`src/rtl/blk_xfer_pkg.sv`:
```
// Shared types for the block copy and search sequencer.
// Assumes: nothing beyond IEEE 1800-2017.
package blk_xfer_pkg;

    // Sequencer phases within one run
    typedef enum logic [1:0] {
        ST_IDLE = 2'd0,   // waiting for start
        ST_READ = 2'd1,   // read request for the source byte
        ST_EXEC = 2'd2,   // read data valid: write or compare, step state
        ST_HOLD = 2'd3    // pad the step to its required length
    } seq_state_e;

endpackage

```
`src/rtl/blk_ptr_unit.sv`:
```
// Loadable up/down register used for the pointers and the byte counter.
// Assumes: load has priority over step; wraps modulo 2^W.
module blk_ptr_unit #(
    parameter int W = 16
) (
    input  logic         clk,
    input  logic         rst_n,
    input  logic         load,
    input  logic [W-1:0] load_val,
    input  logic         step,
    input  logic         down,
    output logic [W-1:0] q
);

    localparam logic [W-1:0] ONE = W'(1);

    // Hold, load or move the value by one place
    always_ff @(posedge clk) begin
        if (!rst_n) begin
            q <= '0;
        end else if (load) begin
            q <= load_val;
        end else if (step) begin
            q <= down ? (q - ONE) : (q + ONE);
        end
    end

endmodule

```
`src/rtl/blk_step_timer.sv`:
```
// Pads each step to its full length. It is armed in the execute cycle with
// the length of the current step (long for a step that is followed by
// another, short for the final one).
// Assumes: REP_CYC and LAST_CYC are both at least 3 (read + exec + >=1 hold).
module blk_step_timer #(
    parameter int REP_CYC  = 21,
    parameter int LAST_CYC = 16
) (
    input  logic clk,
    input  logic rst_n,
    input  logic arm,
    input  logic arm_last,
    output logic expired
);

    localparam int MAXC = (REP_CYC > LAST_CYC) ? REP_CYC : LAST_CYC;
    localparam int TW   = $clog2(MAXC);
    localparam logic [TW-1:0] REP_LD  = TW'(REP_CYC - 3);
    localparam logic [TW-1:0] LAST_LD = TW'(LAST_CYC - 3);

    logic [TW-1:0] remain;

    // Load the hold length on arm, then count down to zero
    always_ff @(posedge clk) begin
        if (!rst_n) begin
            remain <= '0;
        end else if (arm) begin
            remain <= arm_last ? LAST_LD : REP_LD;
        end else if (remain != '0) begin
            remain <= remain - TW'(1);
        end
    end

    assign expired = (remain == '0);

endmodule

```
`src/rtl/blk_seq_ctrl.sv`:
```
// Phase sequencer: read, execute, hold; then either the next step or the end
// of the run with a one-cycle done pulse.
// Assumes: last_now is valid in ST_EXEC; timer_exp is valid in ST_HOLD.
module blk_seq_ctrl
    import blk_xfer_pkg::*;
(
    input  logic       clk,
    input  logic       rst_n,
    input  logic       start,
    input  logic       last_now,
    input  logic       timer_exp,
    output seq_state_e state,
    output logic       done
);

    seq_state_e state_nx;
    logic       last_q;
    logic       finish;

    assign finish = (state == ST_HOLD) && timer_exp && last_q;

    // Next-phase selection
    always_comb begin
        state_nx = state;
        unique case (state)
            ST_IDLE: if (start) state_nx = ST_READ;
            ST_READ: state_nx = ST_EXEC;
            ST_EXEC: state_nx = ST_HOLD;
            ST_HOLD: if (timer_exp) state_nx = last_q ? ST_IDLE : ST_READ;
            default: state_nx = ST_IDLE;
        endcase
    end

    // Phase register
    always_ff @(posedge clk) begin
        if (!rst_n) state <= ST_IDLE;
        else        state <= state_nx;
    end

    // Remember whether the step in flight is the final one
    always_ff @(posedge clk) begin
        if (!rst_n)                 last_q <= 1'b0;
        else if (state == ST_EXEC)  last_q <= last_now;
    end

    // One-cycle completion pulse after the final step
    always_ff @(posedge clk) begin
        if (!rst_n) done <= 1'b0;
        else        done <= finish;
    end

endmodule

```
`src/rtl/blk_xfer_engine.sv`:
```
// Block copy and search sequencer, top level.
// Holds the pointers, the counter, the key and the flags, drives the memory
// port, and decides in each execute cycle whether another step follows.
// Assumes: the memory returns read data one cycle after mem_rd_en and
// accepts a write in the cycle mem_we is high.
module blk_xfer_engine
    import blk_xfer_pkg::*;
#(
    parameter int ADDR_W   = 16,
    parameter int DATA_W   = 8,
    parameter int CNT_W    = 16,
    parameter int REP_CYC  = 21,
    parameter int LAST_CYC = 16
) (
    input  logic              clk,
    input  logic              rst_n,
    input  logic              start,
    input  logic              op_search,
    input  logic              rep_mode,
    input  logic              dir_down,
    input  logic [ADDR_W-1:0] src_init,
    input  logic [ADDR_W-1:0] dst_init,
    input  logic [CNT_W-1:0]  cnt_init,
    input  logic [DATA_W-1:0] key,
    output logic [ADDR_W-1:0] mem_addr,
    output logic              mem_rd_en,
    input  logic [DATA_W-1:0] mem_rdata,
    output logic              mem_we,
    output logic [DATA_W-1:0] mem_wdata,
    output logic              busy,
    output logic              done,
    output logic              cnt_nz,
    output logic              match,
    output logic [ADDR_W-1:0] src_ptr,
    output logic [ADDR_W-1:0] dst_ptr,
    output logic [CNT_W-1:0]  count
);

    seq_state_e        state;
    logic              take;
    logic              in_exec;
    logic              op_q, rep_q, down_q;
    logic [DATA_W-1:0] key_q;
    logic [CNT_W-1:0]  cnt_after;
    logic              hit;
    logic              last_now;
    logic              timer_exp;

    assign take      = start && (state == ST_IDLE);
    assign in_exec   = (state == ST_EXEC);
    assign cnt_after = count - CNT_W'(1);
    assign hit       = op_q && (key_q == mem_rdata);
    assign last_now  = !rep_q || (cnt_after == '0) || hit;

    // Capture the run configuration when a start is taken
    always_ff @(posedge clk) begin
        if (!rst_n) begin
            op_q   <= 1'b0;
            rep_q  <= 1'b0;
            down_q <= 1'b0;
            key_q  <= '0;
        end else if (take) begin
            op_q   <= op_search;
            rep_q  <= rep_mode;
            down_q <= dir_down;
            key_q  <= key;
        end
    end

    // Status flags: cleared on start, updated in every execute cycle
    always_ff @(posedge clk) begin
        if (!rst_n) begin
            cnt_nz <= 1'b0;
            match  <= 1'b0;
        end else if (take) begin
            cnt_nz <= 1'b0;
            match  <= 1'b0;
        end else if (in_exec) begin
            cnt_nz <= (cnt_after != '0);
            match  <= hit;
        end
    end

    blk_ptr_unit #(.W(ADDR_W)) u_src (
        .clk(clk), .rst_n(rst_n), .load(take), .load_val(src_init),
        .step(in_exec), .down(down_q), .q(src_ptr)
    );

    blk_ptr_unit #(.W(ADDR_W)) u_dst (
        .clk(clk), .rst_n(rst_n), .load(take), .load_val(dst_init),
        .step(in_exec && !op_q), .down(down_q), .q(dst_ptr)
    );

    blk_ptr_unit #(.W(CNT_W)) u_cnt (
        .clk(clk), .rst_n(rst_n), .load(take), .load_val(cnt_init),
        .step(in_exec), .down(1'b1), .q(count)
    );

    blk_step_timer #(.REP_CYC(REP_CYC), .LAST_CYC(LAST_CYC)) u_tmr (
        .clk(clk), .rst_n(rst_n), .arm(in_exec), .arm_last(last_now),
        .expired(timer_exp)
    );

    blk_seq_ctrl u_ctrl (
        .clk(clk), .rst_n(rst_n), .start(take), .last_now(last_now),
        .timer_exp(timer_exp), .state(state), .done(done)
    );

    // Memory port: read the source in READ, write the destination in EXEC
    always_comb begin
        mem_rd_en = (state == ST_READ);
        mem_we    = in_exec && !op_q;
        mem_addr  = in_exec ? dst_ptr : src_ptr;
        mem_wdata = mem_rdata;
    end

    assign busy = (state != ST_IDLE);

endmodule

```
`config.mk`:
```
export PLATFORM = sky130hd
export DESIGN_NAME = blk_xfer_engine
export DESIGN_NICKNAME = d
export VERILOG_FILES = /design/src/rtl/blk_xfer_pkg.sv /design/src/rtl/blk_ptr_unit.sv /design/src/rtl/blk_step_timer.sv /design/src/rtl/blk_seq_ctrl.sv /design/src/rtl/blk_xfer_engine.sv
export SDC_FILE = /design/constraint.sdc
export NUM_CORES = 1
export LEC_CHECK = 0
export ABC_AREA = 1
export BUFFER_PORTS_ARGS = -buffer_cell sky130_fd_sc_hd__buf_2
export CAP_MARGIN = 20
export CORE_UTILIZATION = 55
export CTS_CLUSTER_DIAMETER = 60
export DETAILED_ROUTE_END_ITERATION = 7
export PLACE_DENSITY = 0.87
export SLEW_MARGIN = 10
export SYNTH_ARGS = -nofsm -noshare
export SYNTH_HDL_FRONTEND = slang
export SYNTH_HIERARCHICAL = 1
export SYNTH_SLANG_ARGS = --single-unit
```
`constraint.sdc`:
```
create_clock -name clk -period 2.7 [get_ports clk]
set_input_delay 0.405 -clock clk [delete_from_list [all_inputs] [get_ports clk]]
set_output_delay 0.405 -clock clk [all_outputs]
set_load 0.01 [all_outputs]
```
After elaboration in Yosys (flattened, before gate mapping):

Index checks and enable logic that the tools add are counted.

* $add $sub $neg: 6
* multiply operators: 0
* div/mod/pow operators: 0
* order comparisons: 0
* eq/ne operators: 6
* shift-type cells: 0
* muxes and demuxes: 16
* bitwise operators: 1
* reductions and logical operators: 20

Operators with widths (number)
* 2-to-1 mux 16 bit: 9
* subtractor 16 x 1 -> 16 bit, second input constant: 3
* adder 16 x 1 -> 16 bit, second input constant: 2
* logical NOT 16 bit: 1
* nonzero test 16 bit: 1
* 2-to-1 mux 5 bit: 3
* equality test 8 bit: 1
* case mux 2 bit (4 select lines): 1
* nonzero test 2 bit: 4
* logical AND 1 bit: 5
* logical NOT 5 bit: 1
* nonzero test 5 bit: 1
* subtractor 5 x 1 -> 5 bit, second input constant: 1
* equality test 2 bit, second input constant: 2
* 2-to-1 mux 2 bit: 2
* equality test 2 x 1 -> 1 bit, second input constant: 1
* logical NOT 1 bit: 2
* logical NOT 2 bit: 1
* logical OR 1 bit: 2
* inequality test 2 x 1 -> 1 bit, second input constant: 1
* inequality test 2 bit, second input constant: 1
* AND reduction 2 bit: 1
* OR reduction 2 bit: 1
* 2-to-1 mux 1 bit: 1
* inverter 1 bit: 1

* flip-flop bits (word level): 70
* latch bits: 0
* memory bits (writable): 0
* bits in read-only memories: 0
* input bits: 70
* output and inout bits: 78
* memories: 0

Depth between registers and ports, before layout:

* word-level depth: 6
* gate-level depth with buffers: 13

Cells and area by module:

Netlist, hierarchy kept.

By module, submodules not included
* blk_ptr_unit: times used 3, cells an instance 251, area an instance 1570.3 µm², seq. area each 320.3 µm²
* blk_xfer_engine: times used 1, cells an instance 171, area an instance 972.2 µm², seq. area each 260.2 µm²
* blk_step_timer: times used 1, cells an instance 45, area an instance 294.0 µm², seq. area each 100.1 µm²
* blk_seq_ctrl: times used 1, cells an instance 32, area an instance 229.0 µm², seq. area each 80.1 µm²

Least setup slack after synthesis:

No wires, ideal clock.

* path type: register to register
* from: reg down_q
* to: reg u_dst.q[8]
* setup time: 0.120 ns
* data arrival time: 2.110 ns
* required time: 2.580 ns
* setup slack: 0.470 ns
* stages on the path, launching flop included: 9
* path buffers: 0
* clock period less this slack: 2.230 ns
* cells stage by stage: dfxtp_1 > ha_1 > or2_1 > and2_4 > nand2_1 > nand2_1 > xor2_1 > nand2_1 > a21oi_1

* word-level cells in the longest chain between the ends: 3

RTL lines
* start, declared: RTL line blk_xfer_engine.sv:42 `logic op_q, rep_q, down_q;`
* start signal, assigned: RTL line blk_xfer_engine.sv:65 `down_q <= dir_down;`
* 2-to-1 mux 16 bit: RTL line blk_ptr_unit.sv:24 `q <= down ? (q - ONE) : (q + ONE);`
* 2-to-1 mux 16 bit: RTL line blk_ptr_unit.sv:23 `end else if (step) begin`
* 2-to-1 mux 16 bit: RTL line blk_ptr_unit.sv:21 `end else if (load) begin`
* end signal, assigned: RTL line blk_ptr_unit.sv:22 `q <= load_val;`
* end signal, assigned: RTL line blk_ptr_unit.sv:24
* end, declared: RTL line blk_ptr_unit.sv:12 `output logic [W-1:0] q`

Every way passes these cells. The select of a mux whose other input is x is not followed.
A chain may end at the register's enable or synchronous reset.

Worst setup path after layout:

* from: reg u_ctrl.state[1]
* to: out mem_addr[0]

* word-level cells in the longest chain between the ends: 2

RTL lines
* start, declared: RTL line blk_seq_ctrl.sv:12 `output seq_state_e state,`
* start signal, assigned: RTL line blk_seq_ctrl.sv:37 `else state <= state_nx;`
* equality test 2 bit: RTL line blk_xfer_engine.sv:50 `assign in_exec = (state == ST_EXEC);`
* 2-to-1 mux 16 bit: RTL line blk_xfer_engine.sv:113 `mem_addr = in_exec ? dst_ptr : src_ptr;`
* end, declared: RTL line blk_xfer_engine.sv:25 `output logic [ADDR_W-1:0] mem_addr,`

Every way passes these cells.

==> impl_metrics.json <==
{
  "syn_area_per_cell_sq_um": 6.20,
  "preCtsSetupSlack_ps": 613,
  "finish.cell_count_without_fillers": 1295,
  "synth-edff-count": 0,
  "floorplan.core_area_sq_um": 10900,
  "finalHoldViolations": 0,
  "drtPass1Iterations": 6,
  "cts_max_path_buffers": 2,
  "final_cell_mix": "nand2_1, buf_2, inv_1, nor2_1, dfxtp_1",
  "timing.critical_path.required_ps": 2300,
  "grt_setup_unrepaired": "false",
  "post_synth_fa_ha_maj_area_fraction_pct": 10.2,
  "vias_per_cell": 5.24,
  "antenna_violations_before_repair": 0,
  "netlist_instances": 1001,
  "swShare_pct": 47.1,
  "timing.fmax_mhz": 421,
  "worst_ep_arrival_time_ps": 1970,
  "detail_route.iter0.violations": 526,
  "clock_skew_ps": 4.55,
  "critical_path.most_common_cell": "nand2_1",
  "synth_async_sr_flop_share_pct": 0,
  "post-cts-setup-buffer-count": 0,
  "die_height_microns": 108,
  "synth_top_area_share_pct": 22.6,
  "critPathKind": "reg -> out",
  "wl_met1_mm": 7.24,
  "grt_overflow": 0,
  "vias": 6790,
  "average_wire_length_per_cell_after_detail_routing_microns": 12.8,
  "yosys-top-cells-area": "dfxtp_1, nand2_1, ha_1",
  "synth-warning-count": 6,
  "met2RoutedLength_mm": 7.90,
  "start_kind": "flop",
  "fin_setup_tns_ps": 0,
  "critical_path_s_largest_stage_delay_ps": 510,
  "h-tree-depth": 3,
  "antenna_viol_nets_final": 0,
  "synthFlopType": "dfxtp_1",
  "xor_xnor_fraction_of_synth_area_pct": 2.12,
  "synth.mux.area_fraction_pct": 0,
  "power_switching_uw": 3000,
  "final_layout_size_suffix_gt1_share_pct": 19.0,
  "clock_sink_count": 70,
  "final.period_utilization_pct": 88.0,
  "placed_area_sq_um": 6960,
  "sequentialPowerShare_pct": 25.5,
  "layout.nets": 1269,
  "synth.largest_area_cell": "dfxtp_1",
  "cp_max_fo": 27,
  "start_util_pct": 56.8,
  "clkLatencyLatePin_ps": 330,
  "synthesis.area_sq_um": 6210,
  "worstPathCellList": "nand2_2, inv_2, nand2_1, nand2_1, buf_2",
  "detail_route.wirelength_mm": 16.6,
  "drc": 0,
  "tritoncts.num_buffers": 9,
  "first_global_vias": 6062,
  "routability_driven_placement_congestion_ratio": 0.915,
  "hold_path.class": "in -> reg",
  "crit_family": "buffers and inverters",
  "static-leakage-power_uw": 0.00411,
  "vdd_drop_max_mv": 0.509,
  "grt_usage_pct": 29.1,
  "maxUsedRoutingLayer": "met4",
  "cts_tree": "built",
  "die_w_microns": 108,
  "synth_simple_gate_area_share_pct": 40.3,
  "cts_root_buf": "clkbuf_16",
  "synthToLayoutAreaGrowth_pct": 17.1,
  "dieArea_sq_um": 11700,
  "buffer_ports.inserted": 147,
  "met3_length_mm": 1.16,
  "critical_path.endpoint_type": "primary output",
  "fin_area_sq_um": 7270,
  "combPwrFrac_pct": 55.3,
  "cp_slowest_cell": "inv_2",
  "dp.final_hpwl_mm": 12.7,
  "hold_buffers": 0,
  "final-max-slew-violation-count": 0,
  "floorplan.rows": 38,
  "final_common_cell": "nand2_1",
  "timing.max_cap.violations": 0,
  "synth.ff_latch_count": 70,
  "ys_seq_area_share_pct": 22.6,
  "worstMarginPinSlew_ps": 580,
  "cts_resized": 0,
  "power_report.internal_total_uw": 3370,
  "post-place-cells": 1279,
  "largest_net_degree_at_the_start_of_global_routing": 45,
  "combinational_family_with_the_most_area_after_synthesis": "simple AND/OR/NAND/NOR gates",
  "clkPwrFrac_pct": 19.1,
  "boundaryPins": 148,
  "synth-compound-area-share_pct": 11.9,
  "outcome": "finished clean",
  "first_pass_grt_wire_length_mm": 27.5,
  "postLayoutSetupSlackWorst_ps": 325,
  "layout_min_cycle_time_ps": 2370,
  "synth_cell_type_count": 40,
  "power-per-cell-area_nw_per_um2": 877,
  "fillerInstances": 988,
  "timing.max_slew.rel_slack_pct": 61.3,
  "cts.clk_slew.worst_paths_ps": 60,
  "path_buf_inv": 2,
  "num_antenna_cells": 0,
  "report.final.setup_viol": 0
}
[synthesized netlist by cell type, types with 10 or more instances]
master	count
or2_0	10
a21oi_1	63
nand2_2	12
a22oi_1	33
dfxtp_1	70
inv_1	141
nand3_1	65
nand2_1	349
ha_1	46
nor2_1	70
o21ai_0	10
nand3b_1	13
[sequential cells by signal, summed over array words and instances (netlist names), 2 cells and up]
name and count:
u_tmr/remain 5, u_src/q 16, u_cnt/q 16, u_ctrl/state 2
u_dst/q 16, key_q 8
[routing by layer]
layer  global-route usage (%)  vias up
met1                     37.7     3049
met5                        0        -
met2                     50.0      252
met3                     3.32       22
met4                     9.39        0
li1                         -     3467
[final timing paths]
check,start,slack [ps],cells after the start,endpoint
worst max-delay path,u_ctrl/state[1]$_SDFFE_PN0P_,330,5,mem_addr[0]
worst min register to register,u_ctrl/last_q$_SDFFE_PN0N_,450,2,u_ctrl/done$_SDFF_PN0_
worst max register to register,u_ctrl/state[1]$_SDFFE_PN0P_,580,6,u_src/q[6]$_SDFFE_PN0P_
worst min-delay path,rep_mode,310,3,rep_q$_SDFFE_PN0P_
[cell families (layout without fill, tap and decap cells)]
logic type                 after synthesis  after routing
DFF                                     70             70
other                                    1             16
buffers and inverters                  176            315
AOI/OAI and AO/OA                      126            126
and+or+nand+nor                        564            564
xor gates and xnor gates                15             15
adders and majority gates               49             49
[power by group through the flow]
stage	sequential [uW]	combinational (uW)	clock (uW)
3_5_place_dp	1640	3460	0
4_1_cts	1620	3490	1230
2_1_floorplan	1680	2570	0
6_report	1630	3520	1220
5_1_grt	1660	3970	1280
3_3_place_gp	1630	3380	0
[through the flow]
stage | hold WS [ps] | power [uW] | utilization [%]
global route | 317 | 6910 | 66.4
CTS | 304 | 6340 | 66.4
global placement | 437 | 5010 | 63.7
detailed placement | 441 | 5100 | 63.7
finish | 310 | 6370 | 66.4
floorplan | 422 | 4240 | -
[worst min-delay path: stages]
cell	delay (ps)
buf_2	70
o21ai_1	50
nor2_1	70
[cell type report]
type	instances	area [sq um]	area share (%)
well taps	140	175	2.41
multi-input cells	770	4060	55.9
inverters	148	558	7.68
clock buffers	11	243	3.34
flip-flops and latches	70	1400	19.3
repair buffers	151	766	10.5
clock inverters	5	58.8	0.809
No activity file was read; power rests on OpenSTA's default activity.
